--- src/rtl/lsa_pkg.sv ---
// Package: shared size encoding for the load/store lane aligner.
// Assumes a 2-bit size field; code 2'b11 behaves as a word.
package lsa_pkg;
    typedef enum logic [1:0] {
        XS_BYTE = 2'b00,
        XS_HALF = 2'b01,
        XS_WORD = 2'b10,
        XS_WRD2 = 2'b11
    } xfer_size_t;
endpackage

--- src/rtl/lsa_store_lane.sv ---
// Store lane steering: builds per-lane write enables and the replicated
// write word. Lane 0 is the most significant lane (lowest byte address).
// Assumes halfword accesses use even offsets.
module lsa_store_lane #(
    parameter int DATA_W = 32,
    parameter int BYTE_W = 8,
    localparam int LANES = DATA_W / BYTE_W,
    localparam int OFF_W = $clog2(LANES),
    localparam int HALF_W = 2 * BYTE_W
) (
    input  logic [1:0]        size,
    input  logic [OFF_W-1:0]  offset,
    input  logic [DATA_W-1:0] data,
    output logic [LANES-1:0]  we,
    output logic [DATA_W-1:0] wdata
);
    import lsa_pkg::*;

    logic is_byte;
    logic is_half;

    // Purpose: decode the size field.
    always_comb begin
        is_byte = (size == XS_BYTE);
        is_half = (size == XS_HALF);
    end

    for (genvar i = 0; i < LANES; i++) begin : g_lane
        localparam int HI = DATA_W - 1 - i * BYTE_W;
        localparam int HALF_IDX = i / 2;
        localparam int SUB = i % 2;

        // Purpose: lane enable and lane data for lane i.
        always_comb begin
            if (is_byte) begin
                we[LANES-1-i] = (int'(offset) == i);
                wdata[HI -: BYTE_W] = data[BYTE_W-1:0];
            end else if (is_half) begin
                we[LANES-1-i] = (int'(offset[OFF_W-1:1]) == HALF_IDX);
                wdata[HI -: BYTE_W] = data[HALF_W-1-SUB*BYTE_W -: BYTE_W];
            end else begin
                we[LANES-1-i] = 1'b1;
                wdata[HI -: BYTE_W] = data[HI -: BYTE_W];
            end
        end
    end
endmodule

--- src/rtl/lsa_load_extract.sv ---
// Load extraction: picks a byte, halfword or word out of a big-endian
// memory word and extends it to full width. Offset 0 selects the most
// significant lane. Assumes halfword accesses use even offsets.
module lsa_load_extract #(
    parameter int DATA_W = 32,
    parameter int BYTE_W = 8,
    localparam int LANES = DATA_W / BYTE_W,
    localparam int OFF_W = $clog2(LANES),
    localparam int HALF_W = 2 * BYTE_W
) (
    input  logic [1:0]        size,
    input  logic              sign_en,
    input  logic [OFF_W-1:0]  offset,
    input  logic [DATA_W-1:0] word,
    output logic [DATA_W-1:0] result
);
    import lsa_pkg::*;

    logic [BYTE_W-1:0] byte_v;
    logic [HALF_W-1:0] half_v;
    logic              byte_fill;
    logic              half_fill;

    // Purpose: select the addressed byte and halfword lanes.
    always_comb begin
        byte_v = word[DATA_W - 1 - int'(offset) * BYTE_W -: BYTE_W];
        half_v = word[DATA_W - 1 - int'(offset[OFF_W-1:1]) * HALF_W -: HALF_W];
    end

    // Purpose: compute the extension fill bit for each size.
    always_comb begin
        byte_fill = sign_en & byte_v[BYTE_W-1];
        half_fill = sign_en & half_v[HALF_W-1];
    end

    // Purpose: assemble the extended result by size.
    always_comb begin
        unique case (size)
            XS_BYTE: result = {{(DATA_W-BYTE_W){byte_fill}}, byte_v};
            XS_HALF: result = {{(DATA_W-HALF_W){half_fill}}, half_v};
            default: result = word;
        endcase
    end
endmodule

--- src/rtl/lsa_top.sv ---
// Big-endian load/store lane aligner top. Registers the store-side
// enables and write word, and the load-side result, each one cycle after
// the request. The two paths share nothing but clock and reset.
module lsa_top #(
    parameter int DATA_W = 32,
    parameter int BYTE_W = 8,
    localparam int LANES = DATA_W / BYTE_W,
    localparam int OFF_W = $clog2(LANES)
) (
    input  logic              clk,
    input  logic              rst_n,
    input  logic              st_valid,
    input  logic [1:0]        st_size,
    input  logic [OFF_W-1:0]  st_offset,
    input  logic [DATA_W-1:0] st_data,
    output logic              mem_wr,
    output logic [LANES-1:0]  mem_we,
    output logic [DATA_W-1:0] mem_wdata,
    input  logic              ld_valid,
    input  logic [1:0]        ld_size,
    input  logic              ld_signed,
    input  logic [OFF_W-1:0]  ld_offset,
    input  logic [DATA_W-1:0] ld_word,
    output logic              ld_done,
    output logic [DATA_W-1:0] ld_result
);
    logic [LANES-1:0]  st_we_c;
    logic [DATA_W-1:0] st_wd_c;
    logic [DATA_W-1:0] ld_res_c;

    lsa_store_lane #(.DATA_W(DATA_W), .BYTE_W(BYTE_W)) u_store (
        .size   (st_size),
        .offset (st_offset),
        .data   (st_data),
        .we     (st_we_c),
        .wdata  (st_wd_c)
    );

    lsa_load_extract #(.DATA_W(DATA_W), .BYTE_W(BYTE_W)) u_load (
        .size    (ld_size),
        .sign_en (ld_signed),
        .offset  (ld_offset),
        .word    (ld_word),
        .result  (ld_res_c)
    );

    // Purpose: register the store strobe, enables and write word.
    always_ff @(posedge clk) begin
        if (!rst_n) begin
            mem_wr    <= 1'b0;
            mem_we    <= '0;
            mem_wdata <= '0;
        end else begin
            mem_wr <= st_valid;
            mem_we <= st_valid ? st_we_c : '0;
            if (st_valid) begin
                mem_wdata <= st_wd_c;
            end
        end
    end

    // Purpose: register the load result, holding it while idle.
    always_ff @(posedge clk) begin
        if (!rst_n) begin
            ld_done   <= 1'b0;
            ld_result <= '0;
        end else begin
            ld_done <= ld_valid;
            if (ld_valid) begin
                ld_result <= ld_res_c;
            end
        end
    end
endmodule

--- config.mk ---
export PLATFORM = sky130hd
export DESIGN_NAME = lsa_top
export DESIGN_NICKNAME = d
export VERILOG_FILES = /design/src/rtl/lsa_pkg.sv /design/src/rtl/lsa_store_lane.sv /design/src/rtl/lsa_load_extract.sv /design/src/rtl/lsa_top.sv
export SDC_FILE = /design/constraint.sdc
export NUM_CORES = 1
export LEC_CHECK = 0
export BUFFER_PORTS_ARGS = -buffer_cell sky130_fd_sc_hd__buf_2
export CAP_MARGIN = 30
export CORE_MARGIN = 2
export CORE_UTILIZATION = 30
export DETAILED_ROUTE_END_ITERATION = 12
export SYNTH_ARGS = -nofsm -noshare
export SYNTH_HDL_FRONTEND = slang
export SYNTH_SLANG_ARGS = --single-unit
export TNS_END_PERCENT = 1
--- constraint.sdc ---
create_clock -name clk -period 2.3 [get_ports clk]
set_input_delay 0.345 -clock clk [delete_from_list [all_inputs] [get_ports clk]]
set_output_delay 0.345 -clock clk [all_outputs]
set_load 0.01 [all_outputs]
# [Yosys cells after proc, flatten, opt, wreduce, memory -nomap -nowiden]
# Cells that the tools add are included.
[op_classes] div=0 n_eq_ne=5 n_mux=12 multipliers=0 bitwise_logic=3 addsub=2 magnitude_cmp=0 shift=2 reduce_logical=4
[op_table] operator="32-bit case mux with 2 select lines" count=1
[op_table] operator="47-bit by 32-bit variable part select with 16-bit output" count=1
[op_table] operator="8-bit 2-to-1 mux" count=5
[op_table] operator="39-bit by 32-bit variable part select with 8-bit output" count=1
[op_table] operator="5-bit by 5-bit subtractor with 6-bit output (first input constant)" count=2
[op_table] operator="2-bit by 1-bit == test with 1-bit output (second input constant)" count=3
[op_table] operator="2-bit logical NOT" count=3
[op_table] operator="1-bit 2-to-1 mux" count=6
[op_table] operator="2-bit == test (second input constant)" count=2
[op_table] operator="1-bit bitwise AND" count=2
[op_table] operator="2-bit AND reduction" count=1
[op_table] operator="1-bit NOT" count=1
[totals] elab_cells=33 latch_bits=0 register_bits=70 memories=0 romBits=0 input_bits=77 ramBits=0 out_inout_bits=70

# [Logic depth before layout (Yosys ltp)]
[depth] depth_word=4 mapped_depth=7 mapped_depth_nobuf=4

# [By module]
# From an unflattened synthesis, not the netlist that was laid out.
[hier_totals] hier_cells=380 hier_area_um2=3854.9
[by_module_without_submodules] module="lsa_top" seq_area_each_um2=1401.3 cells_per_inst=219 area_each_um2=2613.8 n_inst=1
[by_module_without_submodules] module="lsa_load_extract" seq_area_each_um2=0.0 cells_per_inst=101 area_each_um2=709.4 n_inst=1
[by_module_without_submodules] module="lsa_store_lane" seq_area_each_um2=0.0 cells_per_inst=60 area_each_um2=531.8 n_inst=1

# [Worst setup path after synthesis]
# Ideal clock, no wire load.
[synth_path] kind="input -> register" from="in ld_offset[1]" to="reg ld_result[20]" stages=7 slack_ns=0.678 required_ns=2.177 arrival_time_ns=1.499 setup_ns=0.123 n_path_buf=3 cell_sequence="buf_4 > mux2_2 > a22oi_2 > and3_1 > buf_6 > buf_8 > a211oi_2"
[synth_via] elab_chain_cells=4 word_cells_on_any_way=7
[synth_lines] item="start: declaration" line="lsa_top.sv:22" text="input logic [OFF_W-1:0] ld_offset,"
[synth_lines] item="5-bit by 5-bit subtractor with 6-bit output (on tied branches)" line="lsa_load_extract.sv:27, lsa_load_extract.sv:26"
[synth_lines] item="47-bit by 32-bit variable part select with 16-bit output / 39-bit by 32-bit variable part select with 8-bit output (equally long branches)" line="lsa_load_extract.sv:27, lsa_load_extract.sv:26"
[synth_lines] item="1-bit bitwise AND (on tied branches)" line="lsa_load_extract.sv:33, lsa_load_extract.sv:32"
[synth_lines] item="32-bit case mux with 2 select lines (*)" line="lsa_load_extract.sv:38" text="unique case (size)"
[synth_lines] item="end signal: assignment" line="lsa_top.sv:70" text="ld_result <= ld_res_c;"
[synth_lines] item="end: declaration" line="lsa_top.sv:25" text="output logic [DATA_W-1:0] ld_result"
# Every way passes the cells marked *; elsewhere a longest branch is shown, timed or not.
# A chain may end at the register's enable or synchronous reset.

# [Worst setup path after layout]
[layout_path] from="in ld_size[1]" to="reg ld_result[30]"
[layout_via] elab_chain_cells=2 word_cells_on_any_way=3
[layout_lines] item="start: declaration" line="lsa_top.sv:20" text="input logic [1:0] ld_size,"
[layout_lines] item="2-bit by 1-bit == test with 1-bit output / 2-bit logical NOT (equally long branches)" line="lsa_load_extract.sv:38"
[layout_lines] item="32-bit case mux with 2 select lines (*)" line="lsa_load_extract.sv:38"
# Marks and branches as above.

==> results.sh <==
export IMPL_run_status="finished clean"
export IMPL_die_x_um=109.7
export IMPL_ys_seq_area_share_pct=41.84
export IMPL_grt_overflow=0
export IMPL_fin_cells=652
export IMPL_ys_types=31
export IMPL_cts_root_buf="clkbuf_8"
export IMPL_clk_pin_slew_ns=0.08
export IMPL_syn_nets=452
export IMPL_fin_nets=584
export IMPL_drc=0
export IMPL_drt_total_wl_um=10610
export IMPL_syn_area_mm2=0.003349
export IMPL_cts_resized=0
export IMPL_hpwl_um=7796
export IMPL_syn_inst=375
export IMPL_fmax_mhz=679.7
export IMPL_cts_made_buffers=9
export IMPL_die_y_um=109.7
export IMPL_gp_congestion=0.8640
export IMPL_grt_pass1_vias=3185
export IMPL_setup_violations=0
export IMPL_grt_max_degree=46
export IMPL_area_growth_pct=30.59
export IMPL_max_vdd_ir_drop_uv=247.6
export IMPL_p_leak_nw=2.150
export IMPL_power_density_mw_per_mm2=684.0
export IMPL_port_buffers=146
export IMPL_rsz0062_at_grt="false"
export IMPL_clockBufferDepth=2
export IMPL_cts_setup_buffers=0
export IMPL_antenna_cells=0
export IMPL_cts_tree="yes"
export IMPL_drt_pass1_iter_count=7
export IMPL_rows=38
export IMPL_fin_crit_sh_pct=63.96
export IMPL_drt_iter0_markers=183
export IMPL_final_common_cell="buf_2"
export IMPL_antenna_found_initial=0
export IMPL_grt_use_total_pct=17.50
export IMPL_grt_pass1_wl_um=16150
export IMPL_h_tree_depth=3
export IMPL_clock_latency_ns=0.34
export IMPL_cp_data_arrival_time_ns=1.72
export IMPL_initial_core_util_pct=30.76
export IMPL_crit_path_start_kind="primary input"
export IMPL_clkSinkCount=70
export IMPL_tightest_slew_ns=0.5336
export IMPL_layout_common_cells="146 x buf_2, 70 x dfxtp_1, 42 x nand2_1, 42 x o21ai_0, 41 x a21oi_1"
export IMPL_hold_viol=0
export IMPL_detail_route_antenna_nets=0
export IMPL_synthTopCellsByArea="dfxtp_1 42%, mux2i_1 9.3%, o21ai_0 6.3%"
export IMPL_hold_path_class="primary input to register"
export IMPL_synth_seq_cells=70
export IMPL_vias_per_cell=5.176
export IMPL_core_area_mm2=0.01089
export IMPL_layout_drive_gt1_share_pct=37.30
export IMPL_dp_cells=636
export IMPL_setup_tns_ns=0
export IMPL_yosys_warnings=0
export IMPL_critPathMaxFanout=16
export IMPL_worst_setup_path_type="primary input to register"
export IMPL_cap_viol_max_count=0
export IMPL_fillerInstances=1117
export IMPL_cts_hold_buffers_added=0
export IMPL_synth_largest_area_cell="dfxtp_1"
export IMPL_dieArea_mm2=0.01203
export IMPL_slew_headroom_pct=64.35
export IMPL_slew_viol_final=0
export IMPL_vias=3375
export IMPL_drt_wirelength_per_cell_um=16.27
export IMPL_finClkSkew_ns=0
export IMPL_fin_crit_ns=1.471
export IMPL_cp_end_kind="register"
export IMPL_finalPower_mw=2.992
export IMPL_worstPathRequired_ns=2.55
export IMPL_io_pins=147
export IMPL_synth_top_area_share_pct=41.84
export IMPL_synth_avg_cell_area_um2=8.932
-- cell type report --
type                       count  area (µm²)  area share (%)
timing repair buffer         155       798.3           18.25
clock buffer                  10       127.6           2.918
tap                          140       175.2           4.005
sequential                    70        1401           32.04
multi-input combinational    267        1770           40.47
clock inverter                 6       86.33           1.974
inverter                       4       15.01          0.3432
-- per-stage QoR --
stage / worst slack (ns) / utilization (%) / hold WS (ns) / cell area, µm²
2_1_floorplan: 0.6775 / - / 0.4369 / 3349
3_3_place_gp: 0.5513 / 38.21 / 0.4570 / 4160
3_5_place_dp: 0.5184 / 38.21 / 0.4627 / 4160
4_1_cts: 0.8887 / 40.17 / 0.2015 / 4374
5_1_grt: 0.7569 / 40.17 / 0.2119 / 4374
6_report: 0.8288 / 40.17 / 0.2267 / 4374
-- cell usage after synthesis (all sizes together) --
master,n
a211oi,16
a21boi,1
a21oi,41
a221oi,7
a22oi,1
a31oi,2
and2,1
and3,1
buf,8
clkbuf,26
dfxtp,70
inv,4
mux2,9
mux2i,31
nand2,42
nand3,9
nand3b,8
nor2,18
nor2b,8
nor3,2
nor3b,1
nor4bb,1
o211a,17
o21ai,42
o21bai,1
o221ai,8
-- where the power goes --
group | switching (mW) | internal (mW) | total (mW) | leakage (nW)
logic | 0.323 | 0.237 | 0.560 | 1.46
registers | 0.0413 | 1.30 | 1.34 | 0.580
clock network | 0.484 | 0.609 | 1.09 | 0.106
total | 0.848 | 2.14 | 2.99 | 2.15
-- final timing paths --
kind	startpoint	end	slack [ns]	depth (start not counted)
setup / recovery	ld_size[1]	ld_result[30]	0.83	6
setup reg to reg	ld_result[30]	ld_result[30]	1.51	2
hold / removal	st_offset[0]	mem_we[1]	0.23	2
hold reg to reg	mem_wdata[9]	mem_wdata[9]	0.48	1
-- kinds of logic (layout without fill, tap and decap cells) --
kind of cell	count (synthesis)	count (layout)	synth area share [%]
compound gates	136	136	27.68
buf+inv	38	175	5.304
flops	70	70	41.84
mux	40	40	12.29
simple gates	91	91	12.89
-- flip-flops by register name, indices dropped and copies added, names as in the netlist --
signal / flops
ld_result: 32
mem_wr: 1
ld_done: 1
mem_wdata: 32
mem_we: 4
-- routing by layer --
layer,vias up,track usage [%],wire length [µm]
met5,-,0,0
met3,10,3.912,943
met2,167,30.20,4990
met1,1562,21.29,4525
li1,1636,-,-
met4,0,6.329,145
-- worst max-delay path: stages --
cell and delay [ns]:
buf_2 0.18, nor3_4 0.37, a22oi_2 0.16, and3_1 0.18
buf_4 0.20, a211oi_1 0.28
No activity file was read; power rests on OpenSTA's default activity.
